[src/rtl/irq_pkg.sv]
// Package: shared sizing constants for the interrupt controller.
// Assumes: one package per build; values are defaults only, modules take parameters.
package irq_pkg;
    localparam int IRQ_NUM_SRC = 6;
    localparam int IRQ_IDX_W   = 3;
    localparam int IRQ_REG_W   = 4;
    localparam int IRQ_ADDR_W  = 2;
endpackage

[src/rtl/irq_pending_bank.sv]
// Module: one pending latch per source.
// Function: a latch sets on its pulse and clears on its clear bit; set wins.
// Assumes: clr is at most one-hot and comes only from an accepted acknowledge.
module irq_pending_bank #(
    parameter int NUM_SRC = irq_pkg::IRQ_NUM_SRC
) (
    input  logic               clk,
    input  logic               rst_n,
    input  logic [NUM_SRC-1:0] pulse,
    input  logic [NUM_SRC-1:0] clr,
    output logic [NUM_SRC-1:0] pend
);
    for (genvar k = 0; k < NUM_SRC; k++) begin : g_src
        // Latch request k; a fresh pulse overrides a same-cycle clear.
        always_ff @(posedge clk) begin
            if (!rst_n) pend[k] <= 1'b0;
            else        pend[k] <= pulse[k] | (pend[k] & ~clr[k]);
        end

        p_pend_set_r1: assert property (@(posedge clk) disable iff (!rst_n)
            pulse[k] |=> pend[k]);
        p_pend_hold_r1: assert property (@(posedge clk) disable iff (!rst_n)
            (pend[k] && !clr[k]) |=> pend[k]);
        p_ack_clear_r6: assert property (@(posedge clk) disable iff (!rst_n)
            (clr[k] && !pulse[k]) |=> !pend[k]);
        p_ack_keep_r7: assert property (@(posedge clk) disable iff (!rst_n)
            (clr[k] && pulse[k]) |=> pend[k]);
    end
endmodule

[src/rtl/irq_prio_pick.sv]
// Module: fixed-priority pick, lowest index wins.
// Assumes: IDX_W is wide enough to number NUM_SRC sources.
module irq_prio_pick #(
    parameter int NUM_SRC = irq_pkg::IRQ_NUM_SRC,
    parameter int IDX_W   = irq_pkg::IRQ_IDX_W
) (
    input  logic [NUM_SRC-1:0] elig,
    output logic               any,
    output logic [IDX_W-1:0]   idx
);
    // Scan from the lowest priority up so the lowest index is written last.
    always_comb begin
        idx = '0;
        for (int i = NUM_SRC - 1; i >= 0; i--) begin
            if (elig[i]) idx = IDX_W'(i);
        end
    end

    // Any source eligible at all.
    assign any = |elig;
endmodule

[src/rtl/irq_regfile.sv]
// Module: enable bits, master enable and the nibble-wide register port.
// Function: address 0 shows the master enable; enables fill addresses from 1,
//           REG_W bits each, with unused bits reading 0.
// Assumes: the master enable changes only through strobes, never by a write.
module irq_regfile #(
    parameter int NUM_SRC = irq_pkg::IRQ_NUM_SRC,
    parameter int REG_W   = irq_pkg::IRQ_REG_W,
    parameter int ADDR_W  = irq_pkg::IRQ_ADDR_W
) (
    input  logic               clk,
    input  logic               rst_n,
    input  logic               ei_stb,
    input  logic               di_stb,
    input  logic               reti_stb,
    input  logic               ack_ok,
    input  logic [ADDR_W-1:0]  reg_addr,
    input  logic               reg_we,
    input  logic [REG_W-1:0]   reg_wdata,
    output logic [REG_W-1:0]   reg_rdata,
    output logic [NUM_SRC-1:0] en,
    output logic               master
);
    localparam int NUM_EN_REGS = (NUM_SRC + REG_W - 1) / REG_W;
    localparam int PAD_W       = NUM_EN_REGS * REG_W;

    logic [PAD_W-1:0] en_pad;
    logic [REG_W-1:0] en_reg [NUM_EN_REGS];

    // Master enable: clears win over sets.
    always_ff @(posedge clk) begin
        if (!rst_n)                  master <= 1'b0;
        else if (di_stb || ack_ok)   master <= 1'b0;
        else if (ei_stb || reti_stb) master <= 1'b1;
    end

    for (genvar k = 0; k < NUM_SRC; k++) begin : g_en
        localparam int RA = 1 + k / REG_W;
        localparam int RB = k % REG_W;
        // Enable bit k takes bit RB of a write to its register.
        always_ff @(posedge clk) begin
            if (!rst_n) en[k] <= 1'b0;
            else if (reg_we && (reg_addr == ADDR_W'(RA))) en[k] <= reg_wdata[RB];
        end
    end

    assign en_pad = PAD_W'(en);
    for (genvar r = 0; r < NUM_EN_REGS; r++) begin : g_view
        assign en_reg[r] = en_pad[r*REG_W +: REG_W];
    end

    // Read mux: master at 0, enable registers above, zero elsewhere.
    always_comb begin
        reg_rdata = '0;
        if (reg_addr == '0) reg_rdata[0] = master;
        for (int r = 0; r < NUM_EN_REGS; r++) begin
            if (reg_addr == ADDR_W'(r + 1)) reg_rdata = en_reg[r];
        end
    end

    p_master_clr_r5: assert property (@(posedge clk) disable iff (!rst_n)
        (di_stb || ack_ok) |=> !master);
    p_master_set_r5: assert property (@(posedge clk) disable iff (!rst_n)
        ((ei_stb || reti_stb) && !di_stb && !ack_ok) |=> master);
    p_master_nowrite_r8: assert property (@(posedge clk) disable iff (!rst_n)
        (!ei_stb && !reti_stb && !di_stb && !ack_ok) |=> $stable(master));
endmodule

[src/rtl/irq_prio_ctrl.sv]
// Module: interrupt enable and priority controller (top).
// Function: gates pending requests by per-source and master enables, presents
//           the highest-priority one and holds its number until acknowledged.
// Assumes: strobes are one cycle wide; an acknowledge refers to irq_src.
module irq_prio_ctrl #(
    parameter int NUM_SRC = irq_pkg::IRQ_NUM_SRC,
    parameter int IDX_W   = irq_pkg::IRQ_IDX_W,
    parameter int REG_W   = irq_pkg::IRQ_REG_W,
    parameter int ADDR_W  = irq_pkg::IRQ_ADDR_W
) (
    input  logic               clk,
    input  logic               rst_n,
    input  logic [NUM_SRC-1:0] src_pulse,
    input  logic               ei_stb,
    input  logic               di_stb,
    input  logic               ack_stb,
    input  logic               reti_stb,
    input  logic [ADDR_W-1:0]  reg_addr,
    input  logic               reg_we,
    input  logic [REG_W-1:0]   reg_wdata,
    output logic [REG_W-1:0]   reg_rdata,
    output logic               irq_req,
    output logic [IDX_W-1:0]   irq_src
);
    localparam int SLOTS = 1 << IDX_W;

    logic [NUM_SRC-1:0] pend, en, elig, clr;
    logic [SLOTS-1:0]   elig_ext;
    logic               master, any, ack_ok, hold_v;
    logic [IDX_W-1:0]   pick_idx, hold_idx;

    irq_pending_bank #(.NUM_SRC(NUM_SRC)) u_pend (
        .clk(clk), .rst_n(rst_n), .pulse(src_pulse), .clr(clr), .pend(pend)
    );

    irq_regfile #(.NUM_SRC(NUM_SRC), .REG_W(REG_W), .ADDR_W(ADDR_W)) u_regs (
        .clk(clk), .rst_n(rst_n), .ei_stb(ei_stb), .di_stb(di_stb),
        .reti_stb(reti_stb), .ack_ok(ack_ok), .reg_addr(reg_addr),
        .reg_we(reg_we), .reg_wdata(reg_wdata), .reg_rdata(reg_rdata),
        .en(en), .master(master)
    );

    assign elig     = pend & en;
    assign elig_ext = SLOTS'(elig);

    irq_prio_pick #(.NUM_SRC(NUM_SRC), .IDX_W(IDX_W)) u_pick (
        .elig(elig), .any(any), .idx(pick_idx)
    );

    // Present the held source if one is held, else the fresh pick.
    always_comb begin
        if (hold_v) begin
            irq_src = hold_idx;
            irq_req = master & elig_ext[hold_idx];
        end else begin
            irq_src = pick_idx;
            irq_req = master & any;
        end
    end

    // An acknowledge counts only while a request is shown.
    assign ack_ok = ack_stb & irq_req;
    assign clr    = ack_ok ? (NUM_SRC'(1) << irq_src) : '0;

    // Hold the presented number while the request stays unacknowledged.
    always_ff @(posedge clk) begin
        if (!rst_n) begin
            hold_v   <= 1'b0;
            hold_idx <= '0;
        end else begin
            hold_v   <= irq_req & ~ack_ok;
            hold_idx <= irq_src;
        end
    end

    p_req_gate_r2: assert property (@(posedge clk) disable iff (!rst_n)
        irq_req |-> (master && (elig != '0)));
    p_src_stable_r4: assert property (@(posedge clk) disable iff (!rst_n)
        (irq_req && !ack_stb) |=> (!irq_req || $stable(irq_src)));
    p_ack_drops_r5: assert property (@(posedge clk) disable iff (!rst_n)
        ack_ok |=> !irq_req);
endmodule

[config.mk]
export PLATFORM = sky130hd
export DESIGN_NAME = irq_prio_ctrl
export DESIGN_NICKNAME = d
export VERILOG_FILES = /design/src/rtl/irq_pkg.sv /design/src/rtl/irq_pending_bank.sv /design/src/rtl/irq_prio_pick.sv /design/src/rtl/irq_regfile.sv /design/src/rtl/irq_prio_ctrl.sv
export SDC_FILE = /design/constraint.sdc
export NUM_CORES = 1
export LEC_CHECK = 0
export BUFFER_PORTS_ARGS = -buffer_cell sky130_fd_sc_hd__buf_2
export CORE_ASPECT_RATIO = 1.1
export CORE_MARGIN = 10
export CORE_UTILIZATION = 50
export CTS_BUF_LIST = sky130_fd_sc_hd__clkbuf_16
export CTS_CLUSTER_SIZE = 40
export DETAILED_ROUTE_END_ITERATION = 8
export PLACE_DENSITY = 0.75
export SYNTH_ARGS = -nofsm -noshare
export SYNTH_HDL_FRONTEND = slang
export SYNTH_SLANG_ARGS = --single-unit
[constraint.sdc]
create_clock -name clk -period 1.9 [get_ports clk]
set_input_delay 0.095 -clock clk [delete_from_list [all_inputs] [get_ports clk]]
set_output_delay 0.095 -clock clk [all_outputs]
set_load 0.1 [all_outputs]
==> results of run 1 <==
[synth_stat cells (3+ instances only)]
cell,instances
sky130_fd_sc_hd__o21ai_0,7
sky130_fd_sc_hd__nor2_1,4
sky130_fd_sc_hd__a21boi_1,3
sky130_fd_sc_hd__dfxtp_1,17
sky130_fd_sc_hd__a21boi_0,3
sky130_fd_sc_hd__and2_1,4
sky130_fd_sc_hd__nand3_1,10
sky130_fd_sc_hd__nor2b_1,4
sky130_fd_sc_hd__inv_1,6
sky130_fd_sc_hd__a22o_1,3
sky130_fd_sc_hd__a21oi_1,3
sky130_fd_sc_hd__nand2_1,18
[cells by family after synthesis]
kind of cell | synth area share, %
AND/OR/NAND/NOR | 27.6
AO/OA/AOI/OAI | 28.6
flip-flops | 38.3
buffers and inverters | 4.50
multiplexers | 1.13
[final timing paths]
kind | from | end | slack (ns) | depth (start not counted)
setup / recovery | hold_v | irq_src[0] | 0.08 | 4
hold / removal | ack_stb | hold_v | 0.06 | 2
setup reg to reg | hold_idx[0] | u_pend.pend[3] | 0.44 | 5
hold reg to reg | u_regs.en[2] | u_regs.en[2] | 0.49 | 2
[per-stage QoR]
| stage | total power [W] | setup WS [ns] | cells |
|---|---|---|---|
| 3_5_place_dp | 0.000513 | 0.329 | 147 |
| 5_1_grt | 0.000958 | 0.00828 | 151 |
| 2_1_floorplan | 0.000475 | -0.0719 | 108 |
| 4_1_cts | 0.000930 | 0.0614 | 151 |
| 3_3_place_gp | 0.000511 | 0.371 | 147 |
| 6_report | 0.000918 | 0.0828 | 151 |
[routing by layer]
metal | vias to the layer above | GRT usage [%] | share of wire [%]
li1 | 447 | - | -
met5 | - | 0 | 0
met3 | 2 | 3.95 | 7.5
met2 | 29 | 18.6 | 49
met1 | 406 | 15.6 | 43
met4 | 0 | 2.53 | 0.76
[power by group through the flow]
stage / clock (W) / combinational [W] / sequential, W
3_5_place_dp: 0 / 0.000115 / 0.000398
5_1_grt: 0.000437 / 0.000127 / 0.000394
3_3_place_gp: 0 / 0.000113 / 0.000398
6_report: 0.000411 / 0.000115 / 0.000392
2_1_floorplan: 0 / 0.0000823 / 0.000393
4_1_cts: 0.000423 / 0.000116 / 0.000391
[what timing repair did]
action | CTS | global route
endpoints found under the setup margin | 0 | 1
hold buffers | 0 | 0
resized for setup | 0 | 1
[cell type report]
cell class | instances | share of cell area (%)
inverter | 6 | 2.03
tap | 17 | 1.92
sequential | 17 | 30.7
multi-input combinational | 81 | 46.3
timing repair buffer | 26 | 12.0
clock inverter | 1 | 0.338
clock buffer | 3 | 6.76
==> impl_results.md, run 1 <==
- Async set-reset flop share out of synthesis: 0%
- Die boundary width: roughly 60 um
- Delay of the slowest cell on the worst path: between 0.4 and 0.5 ns
- Total track usage: between 10% and 20%
- Number of top-level design ports: 27
- Later-pin clock latency in the skew report: between 0.2 and 0.3 ns
- Post-CTS Setup Repair Bufs: 0
- Via count of the first global-routing pass: a little over 800
- Status: complete, no violations
- Number of flops mapped to enable cells by yosys: 0
- Unrepaired setup endpoints after global routing: no
- Worst hold margin: between 0.05 and 0.06 ns
- Transition at the pin with the smallest max-transition slack: 0.504 ns
- Sequential share of power: between 40% and 50%
- Fin crit period: about 1.8 ns
- Crit-path leading delay family: buffers and inverters
- GRT overflow: 0
- Vertical die dimension: 64.2 um
- Clock tree root buffer cell: sky130_fd_sc_hd__clkbuf_16
- Number of vias after detailed routing: roughly 880
- Post-DR wirelength/cell: around 15 um
- Fill cell count: 140
- Cell at the slowest stage of the critical path: sky130_fd_sc_hd__buf_2
- Clock edge transition at the registers on the reported setup and hold paths: ~0.050 ns
- Mean instance size in the synthesized netlist: a little over 8 um2
- Cell area after synthesis: between 800 and 900 um2
- Required time of the critical path: roughly 1.8 ns
- Power density cells: 827 mW/mm2
- # diodes: 0
- Seq/Total Area, Yosys: 38.3%
- First-pass DRT Iterations: 4
- Synth warn: 0
- TritonCTS clock tree: built
- Antenna violations before repair: 0
- Critical path type: reg -> out
- Port Buf Inserts: 26
- Utilization after layout: 68.0%
- Max Cap Violations: 0
- Critical Path End Type: output port
- VDD IR max: roughly 0.54 mV
- Final setup viols: 0
- Floorplan core area: approximately 0.0016 mm2
- Area taken by multi-input logic gates: 514 um2
- Vias/cell: 5.85
- H-Tree Level Count: 1
- Min-delay worst type: in -> reg
- Area fraction of the dominant cell type after synthesis: a little under two fifths
- Leading area contributor after synthesis: sky130_fd_sc_hd__dfxtp_1
- Total buffers and inverters traversed by the critical path: 2
- Count of nets after finishing: 154
- HPWL after detailed placement: ~1700 um
- Portion of the clock cycle consumed by the worst path in the final layout: 95.6%
- Crit path max fanout: 9
- Leakage component of the power: around 0.47 nW
- Data arrival, critical path: roughly 1.7 ns
- Fraction of final layout cells with drive strength greater than 1: between 20% and 30%
- Net count after synthesis: 127
- Syn Inst Count: approximately 110
- Post-detailed-routing wire length: approximately 2300 um
- Residual DRC count: 0
- Starting density of the core: between 50% and 60%
- CTS Sinks: 17
- Internal cell power: between 0.0006 and 0.0007 W
- Maximum frequency from static timing analysis: 550 MHz
- Maximum buffer depth of the clock tree: 2
- Final-report hold violation count: 0
- Cell Chain, Critical Path: nand3b_1 -> o221a_2 -> inv_1 -> buf_2
- DRT antenna net count: 0
- Number of distinct library cells after synthesis: 34
- Clock share of power: between 40% and 50%
- Skew final: approximately 0.0017 ns
- Switching power share of the total: approximately a quarter
- Net switching power: 0.000226 W
- Number of violations reported at the end of detailed-routing iteration 0: between 40 and 50
- Wire length of the first global-routing pass: about 3800 um
- Most common cell after layout, fill and taps aside: sky130_fd_sc_hd__buf_2
- Area Overhead vs Synth: 24.8%
- Share of power burned in combinational logic: about 13%
- CP Launch Type: register
- Max transition margin: ~66%
- Number of flip-flops and latches in the synthesized netlist: 17
- Die Area: 0.00387 mm2
- Finished Cell Area: 0.00111 mm2
- FF+latch area: 340 um2
- Final Max Slew Viols: 0
- Placer's final routability congestion estimate: 0.830
- Setup TNS after final layout: 0 ns
- Clock buffers created by TritonCTS: 3
- Standard cell area after detailed placement: 0.00103 mm2
- Top cells by area in the synthesized netlist: sky130_fd_sc_hd__dfxtp_1 38%, sky130_fd_sc_hd__nand2_1 7.6%, sky130_fd_sc_hd__nand3_1 5.6%
- Row Count: 15
- Ys flop type: sky130_fd_sc_hd__dfxtp_1
- Top library cells by usage in the layout, fill and taps aside: 25 x sky130_fd_sc_hd__buf_2, 18 x sky130_fd_sc_hd__nand2_1, 17 x sky130_fd_sc_hd__dfxtp_1, 10 x sky130_fd_sc_hd__nand3_1, 7 x sky130_fd_sc_hd__inv_1
- Pin count of the biggest net entering global routing: 18
Power figures use the tool's default switching activity.
==> inputs of run 2 (changes only) <==
- ABC_AREA: not set -> 1
- CORE_MARGIN: 10 -> not set
- PLACE_DENSITY: 0.75 -> 0.77
==> impl_results.md, run 2 <==
- Data arrival, critical path: 1.68 ns (-0.04 ns)
- Vertical die dimension: 48.8 um (-24%)
- Via count of the first global-routing pass: 882 (+7.2%)
- Final-report hold violation count: 0 (unchanged)
- Wire length of the first global-routing pass: 3670 um (-2.8%)
- First-pass DRT Iterations: 4 (unchanged)
- Number of violations reported at the end of detailed-routing iteration 0: 19 (-55%)
- Number of vias after detailed routing: 952 (+7.7%)
- # diodes: 0 (unchanged)
- Area fraction of the dominant cell type after synthesis: 34.3% (-4.0 points)
- Clock buffers created by TritonCTS: 3 (unchanged)
- Finished Cell Area: 0.00124 mm2 (+12%)
- Async set-reset flop share out of synthesis: 0% (unchanged)
- Net count after synthesis: 160 (+26%)
- Clock edge transition at the registers on the reported setup and hold paths: 0.05 ns (about the same)
- Port Buf Inserts: 26 (unchanged)
- Fin crit period: 1.78 ns (-0.0380 ns)
- Antenna violations before repair: 0 (unchanged)
- Top library cells by usage in the layout, fill and taps aside: 26 x sky130_fd_sc_hd__buf_2, 22 x sky130_fd_sc_hd__inv_1, 20 x sky130_fd_sc_hd__nand2_1, 17 x sky130_fd_sc_hd__dfxtp_1
- Utilization after layout: 67.9% (about the same)
- Maximum buffer depth of the clock tree: 2 (unchanged)
- Launch point of the critical path: hold_v
- Standard cell area after detailed placement: 0.00116 mm2 (+13%)
- Setup TNS after final layout: 0 ns (unchanged)
- Most common cell after layout, fill and taps aside: sky130_fd_sc_hd__buf_2
- Required time of the critical path: 1.80 ns (about the same)
- Clock tree root buffer cell: sky130_fd_sc_hd__clkbuf_16
- H-Tree Level Count: 1 (unchanged)
- Area Overhead vs Synth: 24.6%
- Post-DR wirelength/cell: 10.9 um (-27%)
- Post-cts gate resize count: 0 (unchanged)
- HPWL after detailed placement: 1730 um (+3.1%)
- R2R depth: 9 (+4)
- Transition at the pin with the smallest max-transition slack: 0.487 ns (-0.0167 ns)
- Synth warn: 0 (unchanged)
- CTS Sinks: 17 (unchanged)
- Power density cells: 797 mW/mm2 (-3.6%)
- Maximum frequency from static timing analysis: 562 MHz (+2.1%)
- Cell area after synthesis: 993 um2 (+12%)
- Later-pin clock latency in the skew report: 0.24 ns (about the same)
- Post-detailed-routing wire length: 2130 um (-5.2%)
- Post-CTS Setup Repair Bufs: 0 (unchanged)
- Mean instance size in the synthesized netlist: 7.05 um2 (-14%)
- Terminus of the critical flop-to-flop path: u_pend.pend[2]
- Number of flops mapped to enable cells by yosys: 0 (unchanged)
- Max Cap Violations: 0 (unchanged)
- DRT antenna net count: 0 (unchanged)
- Most common library cells after synthesis: 22 x sky130_fd_sc_hd__inv_1, 20 x sky130_fd_sc_hd__nand2_1, 17 x sky130_fd_sc_hd__dfxtp_1, 13 x sky130_fd_sc_hd__nand2_2, 13 x sky130_fd_sc_hd__nor2_1
- Final setup margin: 0.121 ns (+0.0380 ns)
- Top cells by area in the synthesized netlist: sky130_fd_sc_hd__dfxtp_1 34%, sky130_fd_sc_hd__inv_1 8.3%, sky130_fd_sc_hd__nand2_2 8.2%
- Residual DRC count: 0 (unchanged)
- Final setup viols: 0 (unchanged)
- Total track usage: 23.0% (+11 points)
- Seq/Total Area, Yosys: 34.3% (-4.0 points)
- VDD IR max: 0.526 mV (-2.7%)
- Unrepaired setup endpoints after global routing: no
- Floorplan core area: 0.00182 mm2 (+12%)
- Internal reg-to-reg setup slack: 0.48 ns (+0.04 ns)
- Placement Setup Slack: 0.372 ns (+0.0433 ns)
- Die boundary width: 44.5 um (-26%)
- Endpoint of the worst setup timing path: irq_req
- Status: complete, no violations
- Crit path max fanout: 8 (-1)
- Row Count: 16 (+1)
- Most frequent cell after synthesis: sky130_fd_sc_hd__inv_1
- Number of flip-flops and latches in the synthesized netlist: 17 (unchanged)
- Fraction of final layout cells with drive strength greater than 1: 37.3% (+8.9 points)
- Die Area: 0.00217 mm2 (-44%)
- Portion of the clock cycle consumed by the worst path in the final layout: 93.6% (-2.0 points)
- TritonCTS clock tree: built
- Pin count of the biggest net entering global routing: 12 (-6)
- Count of nets after finishing: 189 (+23%)
- Number of top-level design ports: 27 (unchanged)
- Critical path type: reg -> out
- # hold bufs at CTS: 0 (unchanged)
- Fill cell count: 166 (+19%)
- Vias/cell: 4.86 (-17%)
- Starting density of the core: 54.5% (about the same)
- CP Launch Type: register
- Placer's final routability congestion estimate: 0.866 (+4.3%)
- Min-delay worst type: in -> reg
- Ys flop type: sky130_fd_sc_hd__dfxtp_1
- GRT overflow: 0 (unchanged)
- Reg2Reg Launch Point: hold_v
- Number of distinct library cells after synthesis: 25 (-26%)
- Leading area contributor after synthesis: sky130_fd_sc_hd__dfxtp_1
- Max transition margin: 67.7% (+1.4 points)
- Leakage component of the power: 0.623 nW (+31%)
- Critical Path End Type: output port
- Final Max Slew Viols: 0 (unchanged)
- Syn Inst Count: 141 (+31%)
- Skew final: 0.00117 ns (-0.000525 ns)
run 2: cell types whose count changed in the layout (fill, tap and decap cells not counted), sizes merged, moves of 2 or more:
cell	delta
a21boi	-6
a21oi	+11
a22o	-3
a31oi	-2
a41oi	-2
and2	-4
inv	+21
nand2	+19
nor2	+11
nor2b	-4
o21ai	+4
o21bai	+2
o22ai	+2
run 2: layer usage:
| metal | global-route usage [%] | up-vias | wire length, um |
|---|---|---|---|
| met5 | 0 | - | 0 |
| met2 | 35.0 | 21 | 1040 |
| met1 | 29.7 | 427 | 973 |
| met3 | 5.60 | 4 | 82 |
| met4 | 11.1 | 0 | 37 |
| li1 | - | 500 | - |
run 2: cells by family (layout without fill, tap and decap cells):
family / Yosys count / count (layout) / share of synthesized area [%]
AO/OA/AOI/OAI: 30 / 30 / 18.1
flip-flops: 17 / 17 / 34.3
buffers and inverters: 30 / 58 / 12.1
AND/OR/NAND/NOR: 64 / 64 / 35.5
run 2: per-stage QoR:
stage,power [W],cells,hold slack [ns]
floorplan,0.000534,141,0.173
global placement,0.000576,192,0.308
detailed placement,0.000580,192,0.318
CTS,0.000999,196,0.0589
global route,0.00103,196,0.0580
finish,0.000987,196,0.0647
run 2: worst max-delay path: stages, from the launching register on:
cell and delay, ns:
sky130_fd_sc_hd__dfxtp_1 0.53, sky130_fd_sc_hd__nor2_1 0.11, sky130_fd_sc_hd__nand2_2 0.09, sky130_fd_sc_hd__nand2_2 0.06, sky130_fd_sc_hd__nor2_4 0.11, sky130_fd_sc_hd__nand2_1 0.08, sky130_fd_sc_hd__inv_1 0.05, sky130_fd_sc_hd__buf_2 0.41
run 2: where the power goes:
group          total, W  switching [W]  internal (W)
combinational  0.000179       0.000126     0.0000534
sequential     0.000394      0.0000169      0.000377
clock          0.000414       0.000133      0.000281
run 2: cell type report:
cell class                 instances  area (um2)  share of cell area [%]
timing repair buffer              26         130                    10.5
inverter                          28         108                    8.70
multi-input combinational         94         546                    44.1
sequential                        17         340                    27.5
clock buffer                       3        75.1                    6.07
clock inverter                     1        5.00                   0.404
tap                               27        33.8                    2.73
run 2: worst min-delay path by stage:
stage	slack [ns]	cells past startpoint	from	endpoint
6_report	0.06	2	ack_stb	hold_v
5_1_grt	0.06	2	ack_stb	hold_v
4_1_cts	0.06	2	ack_stb	hold_v
3_5_place_dp	0.32	2	ack_stb	hold_v
3_3_place_gp	0.31	3	src_pulse[2]	u_pend.pend[2]
2_1_floorplan	0.17	1	ack_stb	hold_v
==> inputs of run 3 (changes only) <==
- GPL_ROUTABILITY_DRIVEN: not set -> 0
- PLACE_DENSITY: 0.77 -> 0.76
- SYNTH_HIERARCHICAL: not set -> 1
==> impl_results.md, run 3 <==
- Leading area contributor after synthesis: sky130_fd_sc_hd__dfxtp_1
- Cell area after synthesis: 0.00102 mm2 (+2.6%)
- Total buffers and inverters traversed by the critical path: 3 (+1)
- Vias/cell: 4.64 (-4.4%)
- Endpoint of the worst setup timing path: irq_src[1]
- DRT antenna net count: 0 (unchanged)
- Fraction of met3 tracks used by global routing: 3.33% (-2.3 points)
- Residual DRC count: 0 (unchanged)
- Area fraction of the dominant cell type after synthesis: 33.4% (-0.88 points)
- Cell at the slowest stage of the critical path: sky130_fd_sc_hd__dfxtp_1
- Syn Inst Count: 167 (+18%)
- Maximum buffer depth of the clock tree: 2 (unchanged)
- Global-route met1 utilization: 30.8% (+1.1 points)
- Fill cell count: 171 (+3.0%)
- Net count after synthesis: 186 (+16%)
- Cell Chain, Critical Path: nand2_1 -> inv_1 -> nor2_2 -> nor3_1 -> o21ai_2 -> clkinvlp_4 -> clkbuf_4
- Portion of the clock cycle consumed by the worst path in the final layout: 97.5% (+3.8 points)
- Hold wc startpoint: ei_stb
- Top cells by area in the synthesized netlist: sky130_fd_sc_hd__dfxtp_1 33%, sky130_fd_sc_hd__nand2_1 15%, sky130_fd_sc_hd__inv_1 14%
- Critical path type: reg -> out
- Crit path max fanout: 6 (-2)
- # hold bufs at CTS: 0 (unchanged)
- Die boundary width: 45.1 um (+1.3%)
- VDD IR max: 0.548 mV (+4.3%)
- Maximum frequency from static timing analysis: 540 MHz (-3.9%)
- Overall power after layout: 0.000996 W (+0.93%)
- Final setup viols: 0 (unchanged)
- Non-filler cells, final: 224 (+14%)
- Post-DR wirelength/cell: 10.1 um (-7.5%)
- Internal reg-to-reg setup slack: 0.28 ns (-0.20 ns)
- Total track usage: 24.8% (+1.9 points)
- Max transition margin: 67.8% (+0.073 points)
- TritonCTS clock tree: built
- Top library cells by usage in the layout, fill and taps aside: 41 x sky130_fd_sc_hd__nand2_1, 37 x sky130_fd_sc_hd__inv_1, 26 x sky130_fd_sc_hd__nor2_1, 23 x sky130_fd_sc_hd__buf_2, 16 x sky130_fd_sc_hd__dfxtp_1
- Seq/Total Area, Yosys: 33.4% (-0.88 points)
- Unrepaired setup endpoints after global routing: yes
- Min-delay worst type: in -> reg
- Port Buf Inserts: 26 (unchanged)
- Skew final: 0.000883 ns (-0.000290 ns)
- CP Launch Type: register
- Utilization after layout: 69.2% (+1.3 points)
- First-pass DRT Iterations: 4 (unchanged)
- Post-detailed-routing wire length: 2260 um (+5.7%)
- Power density cells: 781 mW/mm2 (-2.0%)
- Met2 Track Usage GR: 40.1% (+5.0 points)
- Most common cell after layout, fill and taps aside: sky130_fd_sc_hd__nand2_1
- Crit-path leading delay family: buffers and inverters
- Required time of the critical path: 1.80 ns (about the same)
- Clock edge transition at the registers on the reported setup and hold paths: 0.05 ns (about the same)
- Reg2Reg Launch Point: u_regs/en[3]
- Later-pin clock latency in the skew report: 0.25 ns (about the same)
- Placed cell count: 220 (+15%)
- Leakage component of the power: 0.703 nW (+13%)
- Terminus of the critical flop-to-flop path: u_pend/pend[2]
- Area Overhead vs Synth: 25.0%
- Synth warn: 6 (+6)
- GRT overflow: 0 (unchanged)
- Fin crit period: 1.85 ns (+0.0725 ns)
- Row Count: 16 (unchanged)
- Number of flip-flops and latches in the synthesized netlist: 17 (unchanged)
- R2R depth: 11 (+2)
- Wire length of the first global-routing pass: 4080 um (+11%)
- Mean instance size in the synthesized netlist: 6.11 um2 (-13%)
- Fraction of final layout cells with drive strength greater than 1: 26.9% (-10 points)
- Number of distinct library cells after synthesis: 18 (-28%)
- # diodes: 0 (unchanged)
- Pin count of the biggest net entering global routing: 10 (-2)
- HPWL after detailed placement: 1770 um (+2.2%)
- Clock tree root buffer cell: sky130_fd_sc_hd__clkbuf_16
- Status: complete, no violations
- Antenna violations before repair: 0 (unchanged)
- Standard cell area after detailed placement: 0.00119 mm2 (+2.7%)
- Clock buffers created by TritonCTS: 3 (unchanged)
- Via count of the first global-routing pass: 1007 (+14%)
- Number of vias after detailed routing: 1040 (+9.2%)
- Critical Path End Type: output port
- Vertical die dimension: 49.4 um (+1.3%)
- Finished Cell Area: 0.00127 mm2 (+3.0%)
- Starting density of the core: 55.4% (+0.83 points)
- Launch point of the critical path: u_regs/en[3]
- Transition at the pin with the smallest max-transition slack: 0.486 ns (-0.00111 ns)
- Number of violations reported at the end of detailed-routing iteration 0: 21 (+2)
- Number of top-level design ports: 27 (unchanged)
- Number of cells on the critical path: 7 (unchanged)
- Worst hold margin: 0.0671 ns (+0.00243 ns)
- Final Max Slew Viols: 0 (unchanged)
- Most frequent cell after synthesis: sky130_fd_sc_hd__nand2_1
- Final-report hold violation count: 0 (unchanged)
- CTS Sinks: 17 (unchanged)
- Highest-utilization routing layer at the global route stage: met2
- Async set-reset flop share out of synthesis: 0% (unchanged)
- Floorplan core area: 0.00184 mm2 (+1.1%)
- Die Area: 0.00222 mm2 (+2.5%)
- Data arrival, critical path: 1.76 ns (+0.08 ns)
- H-Tree Level Count: 1 (unchanged)
- Ys flop type: sky130_fd_sc_hd__dfxtp_1
- Max Cap Violations: 0 (unchanged)
- Count of nets after finishing: 217 (+15%)
- Number of flops mapped to enable cells by yosys: 0 (unchanged)
- Most common library cells after synthesis: 41 x sky130_fd_sc_hd__nand2_1, 37 x sky130_fd_sc_hd__inv_1, 26 x sky130_fd_sc_hd__nor2_1, 17 x sky130_fd_sc_hd__dfxtp_1, 12 x sky130_fd_sc_hd__nand3_1
- Delay of the slowest cell on the worst path: 0.32 ns (-0.21 ns)
[run 3: cell families (layout without fill, tap and decap cells)]
kind of cell | after synthesis | after routing | synth area share (%)
flip-flops | 17 | 17 | 33.4
buffers and inverters | 43 | 73 | 15.8
AND/OR/NAND/NOR | 95 | 95 | 43.6
AO/OA/AOI/OAI | 12 | 12 | 7.24
[run 3: stage by stage]
stage	TNS, ns	setup WS, ns
final	0	0.0483
after global routing	-0.0429	-0.0429
after CTS	0	0.0455
after detailed placement	0	0.330
after global placement	0	0.342
after floorplan	0	0.000389
[run 3: layout make-up]
class / instances / area [um2] / area share [%]
tap: 27 / 33.8 / 2.65
multi-input combinational: 107 / 518 / 40.6
clock buffer: 3 / 75.1 / 5.89
sequential: 17 / 342 / 26.8
timing repair buffer: 26 / 138 / 10.8
clock inverter: 1 / 3.75 / 0.294
inverter: 43 / 165 / 13.0
[run 3: how the worst min path moves through the flow]
stage                    endpoint  slack [ns]  depth (start not counted)
finish              u_regs/master        0.07                          3
floorplan           u_regs/master        0.21                          2
global route         u_regs/en[5]        0.09                          3
detailed placement  u_regs/master        0.32                          3
CTS                 u_regs/master        0.06                          3
global placement    u_regs/master        0.30                          3
[run 3: routing by layer]
layer	routed length, um	vias up	part of all wire, %
met5	0	-	0
met2	1120	21	50
met1	1040	453	46
met4	27	0	1.2
li1	-	562	-
met3	67	4	3.0
[run 3: tightest hold or removal path, cell delays in order]
cell and delay (ns):
sky130_fd_sc_hd__buf_2 0.07, sky130_fd_sc_hd__nor3_1 0.03, sky130_fd_sc_hd__nor2_1 0.08
[run 3: what timing repair did]
action,4_1_cts,5_1_grt
gates resized for setup,0,3
setup endpoints to repair,0,3
setup buffers,0,0
[run 3: power breakdown]
group | internal (W) | switching (W)
registers | 0.000377 | 0.0000128
clock network | 0.000280 | 0.000139
logic | 0.0000543 | 0.000133
total | 0.000711 | 0.000285
